### src/rtl/alu8_pkg.sv
// Package: operation codes, flag bit positions and per-operation flag masks
// shared by the ALU and its checker. Assumes an 8-bit flag register.
package alu8_pkg;

    localparam int FLAG_W = 8;
    localparam int FLAG_Z = 0;
    localparam int FLAG_C = 1;
    localparam int FLAG_O = 2;
    localparam int FLAG_S = 3;

    typedef enum logic [3:0] {
        OP_AND = 4'd0,  OP_OR  = 4'd1,  OP_XOR = 4'd2,  OP_ADD = 4'd3,
        OP_SUB = 4'd4,  OP_CMP = 4'd5,  OP_INC = 4'd6,  OP_DEC = 4'd7,
        OP_SHL = 4'd8,  OP_SHR = 4'd9,  OP_ROL = 4'd10, OP_ROR = 4'd11,
        OP_BIT = 4'd12
    } alu_op_e;

    typedef enum logic [1:0] {
        CLS_NONE, CLS_LOGIC, CLS_ARITH, CLS_SHIFT
    } alu_cls_e;

    localparam logic [FLAG_W-1:0] BIT_Z = FLAG_W'(1) << FLAG_Z;
    localparam logic [FLAG_W-1:0] BIT_C = FLAG_W'(1) << FLAG_C;
    localparam logic [FLAG_W-1:0] BIT_O = FLAG_W'(1) << FLAG_O;
    localparam logic [FLAG_W-1:0] BIT_S = FLAG_W'(1) << FLAG_S;

    // Which execution unit serves an operation code.
    function automatic alu_cls_e op_class(input logic [3:0] op);
        case (op)
            OP_AND, OP_OR, OP_XOR:                  return CLS_LOGIC;
            OP_ADD, OP_SUB, OP_CMP, OP_INC, OP_DEC: return CLS_ARITH;
            OP_SHL, OP_SHR, OP_ROL, OP_ROR, OP_BIT: return CLS_SHIFT;
            default:                                return CLS_NONE;
        endcase
    endfunction

    // Flags an operation is allowed to change.
    function automatic logic [FLAG_W-1:0] op_mask(input logic [3:0] op);
        case (op)
            OP_AND, OP_OR, OP_XOR:                  return BIT_Z | BIT_S;
            OP_ADD, OP_SUB, OP_CMP, OP_INC, OP_DEC: return BIT_Z | BIT_C | BIT_O | BIT_S;
            OP_SHL, OP_SHR, OP_ROL, OP_ROR:         return BIT_Z | BIT_C | BIT_S;
            OP_BIT:                                 return BIT_Z;
            default:                                return '0;
        endcase
    endfunction

    // Whether the result is meant for write-back.
    function automatic logic op_writes(input logic [3:0] op);
        return (op_class(op) != CLS_NONE) && (op != OP_CMP) && (op != OP_BIT);
    endfunction

endpackage

### src/rtl/alu8_logic_unit.sv
// Bitwise unit: AND, OR, XOR of the operands, zero-extended to the double
// width intermediate. Assumes op_sel is one of the logic codes when selected.
module alu8_logic_unit
    import alu8_pkg::*;
#(
    parameter int DATA_W = 8,
    localparam int WIDE_W = 2 * DATA_W
) (
    input  logic [3:0]        op_sel,
    input  logic [DATA_W-1:0] opnd_a,
    input  logic [DATA_W-1:0] opnd_b,
    output logic [WIDE_W-1:0] wide_o
);
    // Pick the bitwise function.
    always_comb begin
        case (op_sel)
            OP_OR:   wide_o = WIDE_W'(opnd_a | opnd_b);
            OP_XOR:  wide_o = WIDE_W'(opnd_a ^ opnd_b);
            default: wide_o = WIDE_W'(opnd_a & opnd_b);
        endcase
    end
endmodule

### src/rtl/alu8_arith_unit.sv
// Arithmetic unit: add, subtract/compare, increment, decrement in double
// width so that a carry or a borrow lands in the upper half.
module alu8_arith_unit
    import alu8_pkg::*;
#(
    parameter int DATA_W = 8,
    localparam int WIDE_W = 2 * DATA_W
) (
    input  logic [3:0]        op_sel,
    input  logic [DATA_W-1:0] opnd_a,
    input  logic [DATA_W-1:0] opnd_b,
    output logic [WIDE_W-1:0] wide_o
);
    logic [WIDE_W-1:0] a_w;
    logic [WIDE_W-1:0] b_w;

    assign a_w = WIDE_W'(opnd_a);
    assign b_w = WIDE_W'(opnd_b);

    // Form the wrapped double-width sum or difference.
    always_comb begin
        case (op_sel)
            OP_ADD:         wide_o = a_w + b_w;
            OP_SUB, OP_CMP: wide_o = a_w - b_w;
            OP_INC:         wide_o = a_w + WIDE_W'(1);
            default:        wide_o = a_w - WIDE_W'(1);
        endcase
    end
endmodule

### src/rtl/alu8_shift_unit.sv
// Shift, rotate and bit-test unit. The count/index is the low bits of
// opnd_b. Bits pushed past the top appear in the upper half of the
// intermediate; BIT yields the tested bit alone so that Z = not bit.
module alu8_shift_unit
    import alu8_pkg::*;
#(
    parameter int DATA_W = 8,
    localparam int WIDE_W = 2 * DATA_W,
    localparam int SHAMT_W = $clog2(DATA_W)
) (
    input  logic [3:0]        op_sel,
    input  logic [DATA_W-1:0] opnd_a,
    input  logic [DATA_W-1:0] opnd_b,
    output logic [WIDE_W-1:0] wide_o
);
    logic [SHAMT_W-1:0] amt;
    logic [SHAMT_W:0]   inv_amt;
    logic [WIDE_W-1:0]  a_w;

    assign amt     = opnd_b[SHAMT_W-1:0];
    assign inv_amt = (SHAMT_W+1)'(DATA_W) - {1'b0, amt};
    assign a_w     = WIDE_W'(opnd_a);

    // Select shift, rotate or bit-test intermediate.
    always_comb begin
        case (op_sel)
            OP_SHL:  wide_o = a_w << amt;
            OP_SHR:  wide_o = a_w >> amt;
            OP_ROL:  wide_o = (a_w << amt) | (a_w >> inv_amt);
            OP_ROR:  wide_o = (a_w >> amt) | (a_w << inv_amt);
            default: wide_o = WIDE_W'(opnd_a[amt]);
        endcase
    end
endmodule

### src/rtl/alu8_flag_merge.sv
// Derives Z, C, O, S from the double-width intermediate and merges them
// into the incoming flags under a mask; unmasked bits pass straight through.
module alu8_flag_merge
    import alu8_pkg::*;
#(
    parameter int DATA_W = 8,
    localparam int WIDE_W = 2 * DATA_W
) (
    input  logic [WIDE_W-1:0] wide_i,
    input  logic [FLAG_W-1:0] mask_i,
    input  logic [FLAG_W-1:0] flags_i,
    output logic [FLAG_W-1:0] flags_o
);
    localparam logic [WIDE_W-1:0] LOW_MAX = WIDE_W'({DATA_W{1'b1}});

    logic [FLAG_W-1:0] calc;

    // Build the candidate condition flags.
    always_comb begin
        calc         = '0;
        calc[FLAG_Z] = (wide_i[DATA_W-1:0] == '0);
        calc[FLAG_C] = |wide_i[WIDE_W-1:DATA_W];
        calc[FLAG_O] = (wide_i > LOW_MAX);
        calc[FLAG_S] = wide_i[DATA_W-1];
    end

    // Keep unmasked flags, replace masked ones.
    assign flags_o = (flags_i & ~mask_i) | (calc & mask_i);
endmodule

### src/rtl/alu8_core.sv
// Top of the ALU: routes the operation to its unit, selects the
// intermediate, and applies the per-operation flag mask. Fully
// combinational; no clock or reset, no internal state.
module alu8_core
    import alu8_pkg::*;
#(
    parameter int DATA_W = 8
) (
    input  logic [3:0]        op_sel,
    input  logic [DATA_W-1:0] opnd_a,
    input  logic [DATA_W-1:0] opnd_b,
    input  logic [FLAG_W-1:0] flags_in,
    output logic [DATA_W-1:0] result_o,
    output logic              wr_en_o,
    output logic [FLAG_W-1:0] flags_o
);
    localparam int WIDE_W = 2 * DATA_W;

    logic [WIDE_W-1:0] logic_w;
    logic [WIDE_W-1:0] arith_w;
    logic [WIDE_W-1:0] shift_w;
    logic [WIDE_W-1:0] sel_w;
    alu_cls_e          cls;

    alu8_logic_unit #(.DATA_W(DATA_W)) u_logic (
        .op_sel(op_sel), .opnd_a(opnd_a), .opnd_b(opnd_b), .wide_o(logic_w)
    );

    alu8_arith_unit #(.DATA_W(DATA_W)) u_arith (
        .op_sel(op_sel), .opnd_a(opnd_a), .opnd_b(opnd_b), .wide_o(arith_w)
    );

    alu8_shift_unit #(.DATA_W(DATA_W)) u_shift (
        .op_sel(op_sel), .opnd_a(opnd_a), .opnd_b(opnd_b), .wide_o(shift_w)
    );

    assign cls = op_class(op_sel);

    // Choose the intermediate of the unit serving this code.
    always_comb begin
        case (cls)
            CLS_LOGIC: sel_w = logic_w;
            CLS_ARITH: sel_w = arith_w;
            CLS_SHIFT: sel_w = shift_w;
            default:   sel_w = '0;
        endcase
    end

    // Result is the low half, except BIT which hands the operand back.
    assign result_o = (op_sel == OP_BIT) ? opnd_a : sel_w[DATA_W-1:0];
    assign wr_en_o  = op_writes(op_sel);

    alu8_flag_merge #(.DATA_W(DATA_W)) u_flags (
        .wide_i(sel_w), .mask_i(op_mask(op_sel)), .flags_i(flags_in), .flags_o(flags_o)
    );
endmodule

### config.mk
export PLATFORM = sky130hd
export DESIGN_NAME = alu8_core
export DESIGN_NICKNAME = d
export VERILOG_FILES = /design/src/rtl/alu8_pkg.sv /design/src/rtl/alu8_logic_unit.sv /design/src/rtl/alu8_arith_unit.sv /design/src/rtl/alu8_shift_unit.sv /design/src/rtl/alu8_flag_merge.sv /design/src/rtl/alu8_core.sv
export SDC_FILE = /design/constraint.sdc
export NUM_CORES = 1
export LEC_CHECK = 0
export BUFFER_PORTS_ARGS = -buffer_cell sky130_fd_sc_hd__buf_2
export CORE_UTILIZATION = 30
export DETAILED_ROUTE_END_ITERATION = 16
export PLACE_DENSITY_LB_ADDON = 0.15
export SLEW_MARGIN = 20
export SYNTH_ARGS = -nofsm -noshare
export SYNTH_HDL_FRONTEND = slang
export SYNTH_SLANG_ARGS = --single-unit
### constraint.sdc
create_clock -name vclk -period 5.5
set_clock_uncertainty 0.15 [all_clocks]
set_input_delay 0.55 -clock vclk [all_inputs]
set_output_delay 0.55 -clock vclk [all_outputs]
set_load 0.03 [all_outputs]
==> results of run 1 <==
## cells in the mapped netlist, types with 6 or more instances
master	number
xor2_1	6
nand2_1	44
o31ai_1	7
clkbuf_1	17
nor3b_1	6
nor4_1	6
buf_2	9
xnor2_1	13
mux2i_1	16
nor3_1	12
nand3_1	11
o21ai_0	30
mux2_2	10
a21oi_1	27
inv_1	23
o22ai_1	6
a211oi_1	17
o211ai_1	7
ha_1	35
buf_4	7
nand2b_1	9
nor2_1	59
## metal layers
| metal | part of all wire | global-route usage | wire, um | vias up |
|---|---|---|---|---|
| li1 | - | - | - | 1726 |
| met1 | 0.47 | 0.3594 | 5811 | 1711 |
| met2 | 0.44 | 0.3646 | 5347 | 179 |
| met3 | 0.076 | 0.01949 | 925 | 18 |
| met4 | 0.013 | 0.03792 | 165 | 0 |
| met5 | 0 | 0 | 0 | - |
## per-stage QoR
step	hold WS, ns	power (uW)
after floorplan	1.082	261.2
after global placement	0.9502	357.0
after detailed placement	0.9502	353.7
after CTS	0.9502	355.6
after global routing	0.9501	392.9
final	0.9500	362.4
## logic make-up (layout without fill, tap and decap cells)
logic type,Yosys count,in the layout,share of synthesized area
compound gates,140,140,0.3094
xor+xnor,19,19,0.05407
fa+ha+maj,37,37,0.1553
buf+inv,63,70,0.09634
mux,30,30,0.1073
simple gates,178,178,0.2776
## final timing paths
check                    from          to  slack [ns]  cells past startpoint
hold / removal    flags_in[5]  flags_o[5]        0.95                      0
setup / recovery    opnd_b[1]  flags_o[0]        0.64                     13
## area by class of cell
cell class         count  area [um2]  area share
multi-input cells    404        2786      0.8445
repair buffers        47       260.3     0.07888
well taps            133       166.4     0.05044
inverters             23       86.33     0.02617
## power by group through the flow
| stage | Clock, uW | Combinational [uW] | Sequential (uW) |
|---|---|---|---|
| after floorplan | 0 | 261 | 0 |
| after CTS | 0 | 356 | 0 |
| final | 0 | 362 | 0 |
| after global routing | 0 | 393 | 0 |
| after detailed placement | 0 | 354 | 0 |
| after global placement | 0 | 357 | 0 |
## critical path: stages
cell	delay [ns]
buf_2	0.29
inv_1	0.29
ha_1	0.38
nor2_1	0.07
o311ai_0	0.65
mux2_2	0.41
a21oi_1	0.14
o211ai_1	0.12
a2111oi_0	0.41
buf_4	0.18
nand2_1	0.05
o31ai_1	0.35
buf_2	0.27
## layout by cell type (no fill, tap or decap), types with 3 or more instances in the layout
cell type | netlist | routed
a311oi_1 | 3 | 3
o211a_1 | 4 | 4
or3_1 | 3 | 3
a211o_1 | 3 | 3
nand4_1 | 4 | 4
nor3b_1 | 6 | 6
a211oi_1 | 17 | 17
ha_1 | 35 | 35
o22ai_1 | 6 | 6
nor2_1 | 59 | 59
nand2b_1 | 9 | 9
o32ai_1 | 5 | 5
xor2_1 | 6 | 6
a21oi_1 | 27 | 27
a41oi_1 | 3 | 3
mux2_2 | 10 | 10
and3_1 | 4 | 4
nand3_1 | 11 | 11
inv_1 | 23 | 23
or3b_2 | 3 | 3
nor4_1 | 6 | 6
nand2_1 | 44 | 44
nor3_1 | 12 | 11
o21ai_0 | 30 | 30
or2_2 | 4 | 4
buf_4 | 7 | 10
a31oi_1 | 5 | 5
o31ai_1 | 7 | 7
xnor2_1 | 13 | 13
o211ai_1 | 7 | 7
nor2b_1 | 4 | 4
mux2i_1 | 16 | 16
buf_2 | 9 | 37
==> impl_metrics.json, run 1 <==
{
  "grtUsageTotal": 0.2364,
  "pre_cts_slack_ns": 0.7228,
  "crit_type": "in2out",
  "num_vias": 3634,
  "dr.first_iter.drc_count": 296,
  "drt_wl_total_um": 12250,
  "yosys-top-cells-area": "ha_1 (14%), nor2_1 (7.2%), nand2_1 (5.4%)",
  "post-place-cells": 607,
  "cp.arrival_ns": 4.16,
  "portBuffers": 37,
  "cts_resized": 0,
  "drv_slew": 0,
  "syn_area_per_cell_um2": 6.591,
  "overflow": 0,
  "hold_viol": 0,
  "pwr_density_cell_mw_per_mm2": 109.8,
  "rows": 36,
  "die_y_um": 103.3,
  "antenna_cells": 0,
  "cp_max_fo": 20,
  "synth_top_cell_area_share": 0.1423,
  "power_switching_uw": 234.4,
  "start_kind": "input pin",
  "max_freq_ghz": 0.2056,
  "vdd_ir_drop_max_mv": 0.04645,
  "place_hpwl_um": 9303,
  "seqCellArea_um2": 0,
  "synth_area_mm2": 0.003078,
  "drc": 0,
  "clkPwrFrac": 0,
  "fillers": 1105,
  "synth_top_area_cell": "ha_1",
  "initial_core_util": 0.3120,
  "ys_seq_area_frac": 0,
  "vias_per_cell": 5.987,
  "antenna_found_initial": 0,
  "rsz0062_at_grt": "no",
  "post-cts-setup-buffers": 0,
  "gp_congestion": 0.9018,
  "tightest_slew_ns": 1.175,
  "n_sequential_cell": 0,
  "combPwrFrac": 1.000,
  "setup_violations": 0,
  "post-route-period-util": 0.8842,
  "cp_data_required_time_ns": 4.80,
  "grt_pass1_vias": 3449,
  "yosysWarnings": 0,
  "ant_nets": 0,
  "wl_per_cell_um": 20.18,
  "fin_area_mm2": 0.003299,
  "layout-drive-gt1-share": 0.1561,
  "nClkBuffers": 0,
  "die_x_um": 103.3,
  "synth_cell_types": 63,
  "core_area_mm2": 0.009864,
  "hp-class": "in2out",
  "setup_tns_ns": 0,
  "drt-pass1-iter-count": 5,
  "hold_buffers": 0,
  "dieArea_mm2": 0.01067,
  "io-pin-count": 45,
  "placed_area_mm2": 0.003294,
  "relSlewSlack": 0.2150,
  "setup_ws_ns": 0.6368,
  "power.internal_uw": 128.0,
  "sw_frac_of_total": 0.6468,
  "grt_max_degree": 45,
  "synth_fp_nets": 532,
  "syn2layout_area_growth_pct": 7.195,
  "syn_inst": 467,
  "grt_first_pass_wirelength_um": 19390,
  "seqPwrFrac": 0,
  "maxCapViolCount": 0,
  "stdcell_count": 607,
  "fin_crit_ns": 4.863,
  "outcome": "complete, no violations",
  "leakagePower_uw": 0.001429,
  "cp-end-kind": "output port",
  "final_nets": 541,
  "final_util": 0.3345
}
(Power assumes the default switching activity.)
==> run 2, diff against run 1 <==
Settings changed: SYNTH_HIERARCHICAL from default to 1.
==> run 2 against run 1 <==
Routed wire length up 13%. Non-clock buffer count up 9. Critical path type unchanged. Total power up 13%. Highest routed layer unchanged. Via count up 16%. Final cell count up 18%. Worst setup slack better by 0.23 ns. Sequential share of layout area unchanged. Synthesized cell count up 13%. Critical path depth up 3.
==> impl_metrics.json, run 2 <==
{
  "n_sequential_cell": 0,
  "crit_top_cell": "buf_2",
  "yosys-top-cells-area": "ha_1 (11%), mux2i_1 (8.2%), mux4_2 (5.2%)",
  "antenna_found_initial": 0,
  "die_y_um": 116.1,
  "num_vias": 4205,
  "yosysMostFrequentCell": "nor2_1",
  "grt_pass1_vias": 3892,
  "rsz0062_at_grt": "no",
  "crit_chain": "buf_2 > nor2b_1 > and3b_1 > nand2b_1 > inv_1 > ha_1 > a21oi_1 > a21o_1 > a211o_1 > o211ai_1 > a31o_2 > mux2i_1 > o2bb2ai_1 > nor4_1 > a32o_1 > buf_2",
  "final_common_cell": "buf_2",
  "cp-end-kind": "output port",
  "yosys-top-cells-count": "nor2_1 (42), ha_1 (34), inv_1 (34)",
  "drc": 0,
  "place_hpwl_um": 10300,
  "antenna_cells": 0,
  "maxCapViolCount": 0,
  "relSlewSlack": 0.4551,
  "synth_cell_types": 83,
  "layout-drive-gt1-share": 0.1820,
  "vdd_ir_drop_max_mv": 0.02558,
  "cp_max_fo": 8,
  "gp_congestion": 0.9019,
  "hold_buffers": 0,
  "synth_area_mm2": 0.003909,
  "cp.arrival_ns": 3.93,
  "start_kind": "input pin",
  "syn_area_per_cell_um2": 7.389,
  "nClkBuffers": 0,
  "outcome": "complete, no violations",
  "core_area_mm2": 0.01267,
  "cts_resized": 0,
  "initial_core_util": 0.3085,
  "cp_top_family": "simple AND/OR/NAND/NOR gates",
  "pwr_density_cell_mw_per_mm2": 99.75,
  "crit_type": "in2out",
  "syn2layout_area_growth_pct": 5.378,
  "post-cts-setup-buffers": 0,
  "die_x_um": 116.1,
  "setup_tns_ns": 0,
  "tightest_slew_ns": 0.8139,
  "leakagePower_uw": 0.001759,
  "yosysWarnings": 6,
  "most-common-layout-cells": "buf_2 (45), nor2_1 (42), inv_1 (34), ha_1 (34), mux2i_1 (32)",
  "ys_seq_area_frac": 0,
  "path_buf_inv": 3,
  "syn_inst": 529,
  "synth_top_cell_area_share": 0.1088,
  "grt_first_pass_wirelength_um": 21690,
  "dieArea_mm2": 0.01349,
  "fin_crit_ns": 4.630,
  "seqCellArea_um2": 0,
  "cp_data_required_time_ns": 4.80,
  "post-place-cells": 716,
  "drt_wl_total_um": 13810,
  "fin_hold_ws_ns": 1.320,
  "stdcell_count": 716,
  "wl_per_cell_um": 19.29,
  "cpPeakStageDelay_ns": 0.52,
  "grtUsageTotal": 0.2046,
  "grt_max_degree": 36,
  "final_nets": 610,
  "hold_viol": 0,
  "setup_ws_ns": 0.8697,
  "io-pin-count": 45,
  "synth_top_area_cell": "ha_1",
  "hp-class": "in2out",
  "slowest_stage": "nor4_1",
  "rows": 41,
  "pre_cts_slack_ns": 0.9887,
  "ant_nets": 0,
  "dr.first_iter.drc_count": 470,
  "final_util": 0.3251,
  "max_freq_ghz": 0.2160,
  "portBuffers": 45,
  "overflow": 0,
  "post-route-period-util": 0.8419,
  "vias_per_cell": 5.873,
  "setup_violations": 0,
  "drt-pass1-iter-count": 5,
  "drv_slew": 0
}
## run 2: area by class of cell
cell class	instances	area, um2
fillers	1365	8552
inverters	36	135.1
multi-input cells	452	3461
well taps	172	215.2
repair buffers	56	307.8
## run 2: through the flow
stage               area (um2)  power (uW)
CTS                       4119       405.0
global placement          4119       404.1
finish                    4119       410.9
floorplan                 3946       302.8
detailed placement        4119       403.2
global route              4119       445.9
## run 2: routing by layer
| layer | global-route usage | vias up | share of wire |
|---|---|---|---|
| li1 | - | 2007 | - |
| met1 | 0.2873 | 2003 | 0.47 |
| met2 | 0.3472 | 173 | 0.46 |
| met3 | 0.007784 | 22 | 0.050 |
| met4 | 0.04444 | 0 | 0.025 |
| met5 | 0 | - | 0 |
## run 2: final timing paths
path | from | endpoint | slack [ns] | depth (start not counted)
worst max-delay path | op_sel[1] | flags_o[0] | 0.87 | 16
worst min-delay path | flags_in[5] | flags_o[5] | 1.32 | 3
## run 2: power breakdown
group / switching (uW) / internal [uW] / total [uW]
Clock: 0 / 0 / 0
Combinational: 257 / 154 / 411
Sequential: 0 / 0 / 0
## run 2: logic make-up (layout without fill, tap and decap cells)
kind of cell    after synthesis  in the layout  synth area share
simple gates                178            178            0.2478
compound gates              164            164            0.3108
buf+inv                      87             92            0.1242
mux                          53             53            0.1741
fa+ha+maj                    36             36            0.1191
xor+xnor                      9              9           0.02209
other cells                   2             12          0.001921
==> run 3, diff against run 2 <==
Clock period 5.5 ns to 4.8 ns, I/O delays scaled along.
==> run 3 against run 2 <==
Sequential cell count did not move. Combinational power rose by 15%. Global-route usage rose by 0.19 points. Worst hold slack got worse by 0.14 ns. Core utilization rose by 0.30 points. Total power rose by 15%. Clock-buffer cell count did not move. Via count barely moved. Worst setup slack got worse by 0.36 ns. Critical path depth did not move. Non-clock buffer count rose by 5. Final cell count rose by 0.70%. Critical endpoint is now flags_o[2]. Highest routed layer unchanged.
==> impl_metrics.json, run 3 (synthesized netlist as in run 2, its figures left out) <==
{
  "maxCapViolCount": 0,
  "n_sequential_cell": 0,
  "drv_slew": 0,
  "die_y_um": 116.1,
  "tightest_slew_ns": 0.7879,
  "cp_data_required_time_ns": 4.17,
  "place_hpwl_um": 10490,
  "stdcell_count": 721,
  "cp_top_family": "compound AO/OA/AOI/OAI gates",
  "cpPeakStageDelay_ns": 0.44,
  "drt_wl_total_um": 13770,
  "layout-drive-gt1-share": 0.1894,
  "dr.first_iter.drc_count": 356,
  "cp.arrival_ns": 3.66,
  "fin_crit_ns": 4.286,
  "drt-pass1-iter-count": 5,
  "antenna_cells": 0,
  "hold_viol": 0,
  "initial_core_util": 0.3085,
  "post-cts-setup-buffers": 0,
  "post-place-cells": 721,
  "die_x_um": 116.1,
  "cts_resized": 0,
  "seqCellArea_um2": 0,
  "rsz0062_at_grt": "no",
  "max_freq_ghz": 0.2333,
  "cp_max_fo": 4,
  "dieArea_mm2": 0.01349,
  "antenna_found_initial": 0,
  "io-pin-count": 45,
  "num_vias": 4207,
  "gp_congestion": 0.8619,
  "outcome": "complete, no violations",
  "grt_max_degree": 35,
  "crit_chain": "buf_2 > nor2b_1 > and3b_1 > or2_2 > ha_1 > inv_1 > fa_1 > nor2b_1 > o31a_1 > o21bai_1 > a21oi_1 > a211o_1 > a221o_1 > nor4_1 > a31oi_1 > buf_2",
  "setup_violations": 0,
  "post-route-period-util": 0.8930,
  "most-common-layout-cells": "buf_2 (45), nor2_1 (42), inv_1 (34), ha_1 (34), mux2i_1 (32)",
  "vdd_ir_drop_max_mv": 0.03481,
  "hp-class": "in2out",
  "crit_type": "in2out",
  "start_kind": "input pin",
  "setup_tns_ns": 0,
  "final_nets": 615,
  "wl_per_cell_um": 19.10,
  "ant_nets": 0,
  "fin_area_mm2": 0.004156,
  "placed_area_mm2": 0.004156,
  "overflow": 0,
  "hold_buffers": 0,
  "final_common_cell": "buf_2",
  "fillers": 1368,
  "pwr_density_cell_mw_per_mm2": 113.4,
  "vias_per_cell": 5.835,
  "rows": 41,
  "syn2layout_area_growth_pct": 6.338,
  "core_area_mm2": 0.01267,
  "leakagePower_uw": 0.001785,
  "grt_first_pass_wirelength_um": 21870,
  "nClkBuffers": 0,
  "cp-end-kind": "output port",
  "slowest_stage": "nor4_1",
  "path_buf_inv": 3,
  "grt_pass1_vias": 4031,
  "portBuffers": 45,
  "grtUsageTotal": 0.2065,
  "drc": 0,
  "relSlewSlack": 0.4736
}
==> run 3: cell types whose count changed in the layout (fill, tap and decap cells not counted) <==
cell   previous run  this run
buf_4            11        16
==> run 3: report_power, final <==
part           switching (uW)  internal (uW)  leakage [uW]  total (uW)
logic                     294            178       0.00178         472
clock network               0              0             0           0
registers                   0              0             0           0
==> run 3: final cells by class <==
| type | count | area (um2) | share of cell area |
|---|---|---|---|
| multi-input cells | 452 | 3461 | 0.8326 |
| well taps | 172 | 215.2 | 0.05178 |
| inverters | 36 | 135.1 | 0.03251 |
| repair buffers | 61 | 345.3 | 0.08308 |
==> run 3: per-layer routing <==
layer / track usage / up-vias / wire, um
met5: 0 / - / 0
met4: 0.04701 / 0 / 326
met3: 0.01505 / 22 / 788
met2: 0.3548 / 169 / 6331
met1: 0.2814 / 1998 / 6325
li1: - / 2018 / -
==> run 3: final timing paths <==
| kind | from | end | cells past startpoint |
|---|---|---|---|
| worst max-delay path | op_sel[1] | flags_o[2] | 16 |
| worst min-delay path | flags_in[7] | flags_o[7] | 3 |
==> run 3: tightest hold or removal path: cells and delay by family <==
kind / cells / cell delay (ns)
buffers and inverters: 2 / 0.26
AND/OR/NAND/NOR: 1 / 0.10
==> run 3: per-stage QoR <==
stage          utilization  setup WS, ns  hold slack (ns)  power [uW]
6_report            0.3280        0.5137            1.176       471.5
5_1_grt             0.3280        0.2900            1.188       515.2
4_1_cts             0.3280        0.5294            1.180       467.4
3_5_place_dp        0.3280        0.5460            1.181       465.7
3_3_place_gp        0.3280        0.5915            1.176       467.0
2_1_floorplan            -        0.8644            1.017       346.9
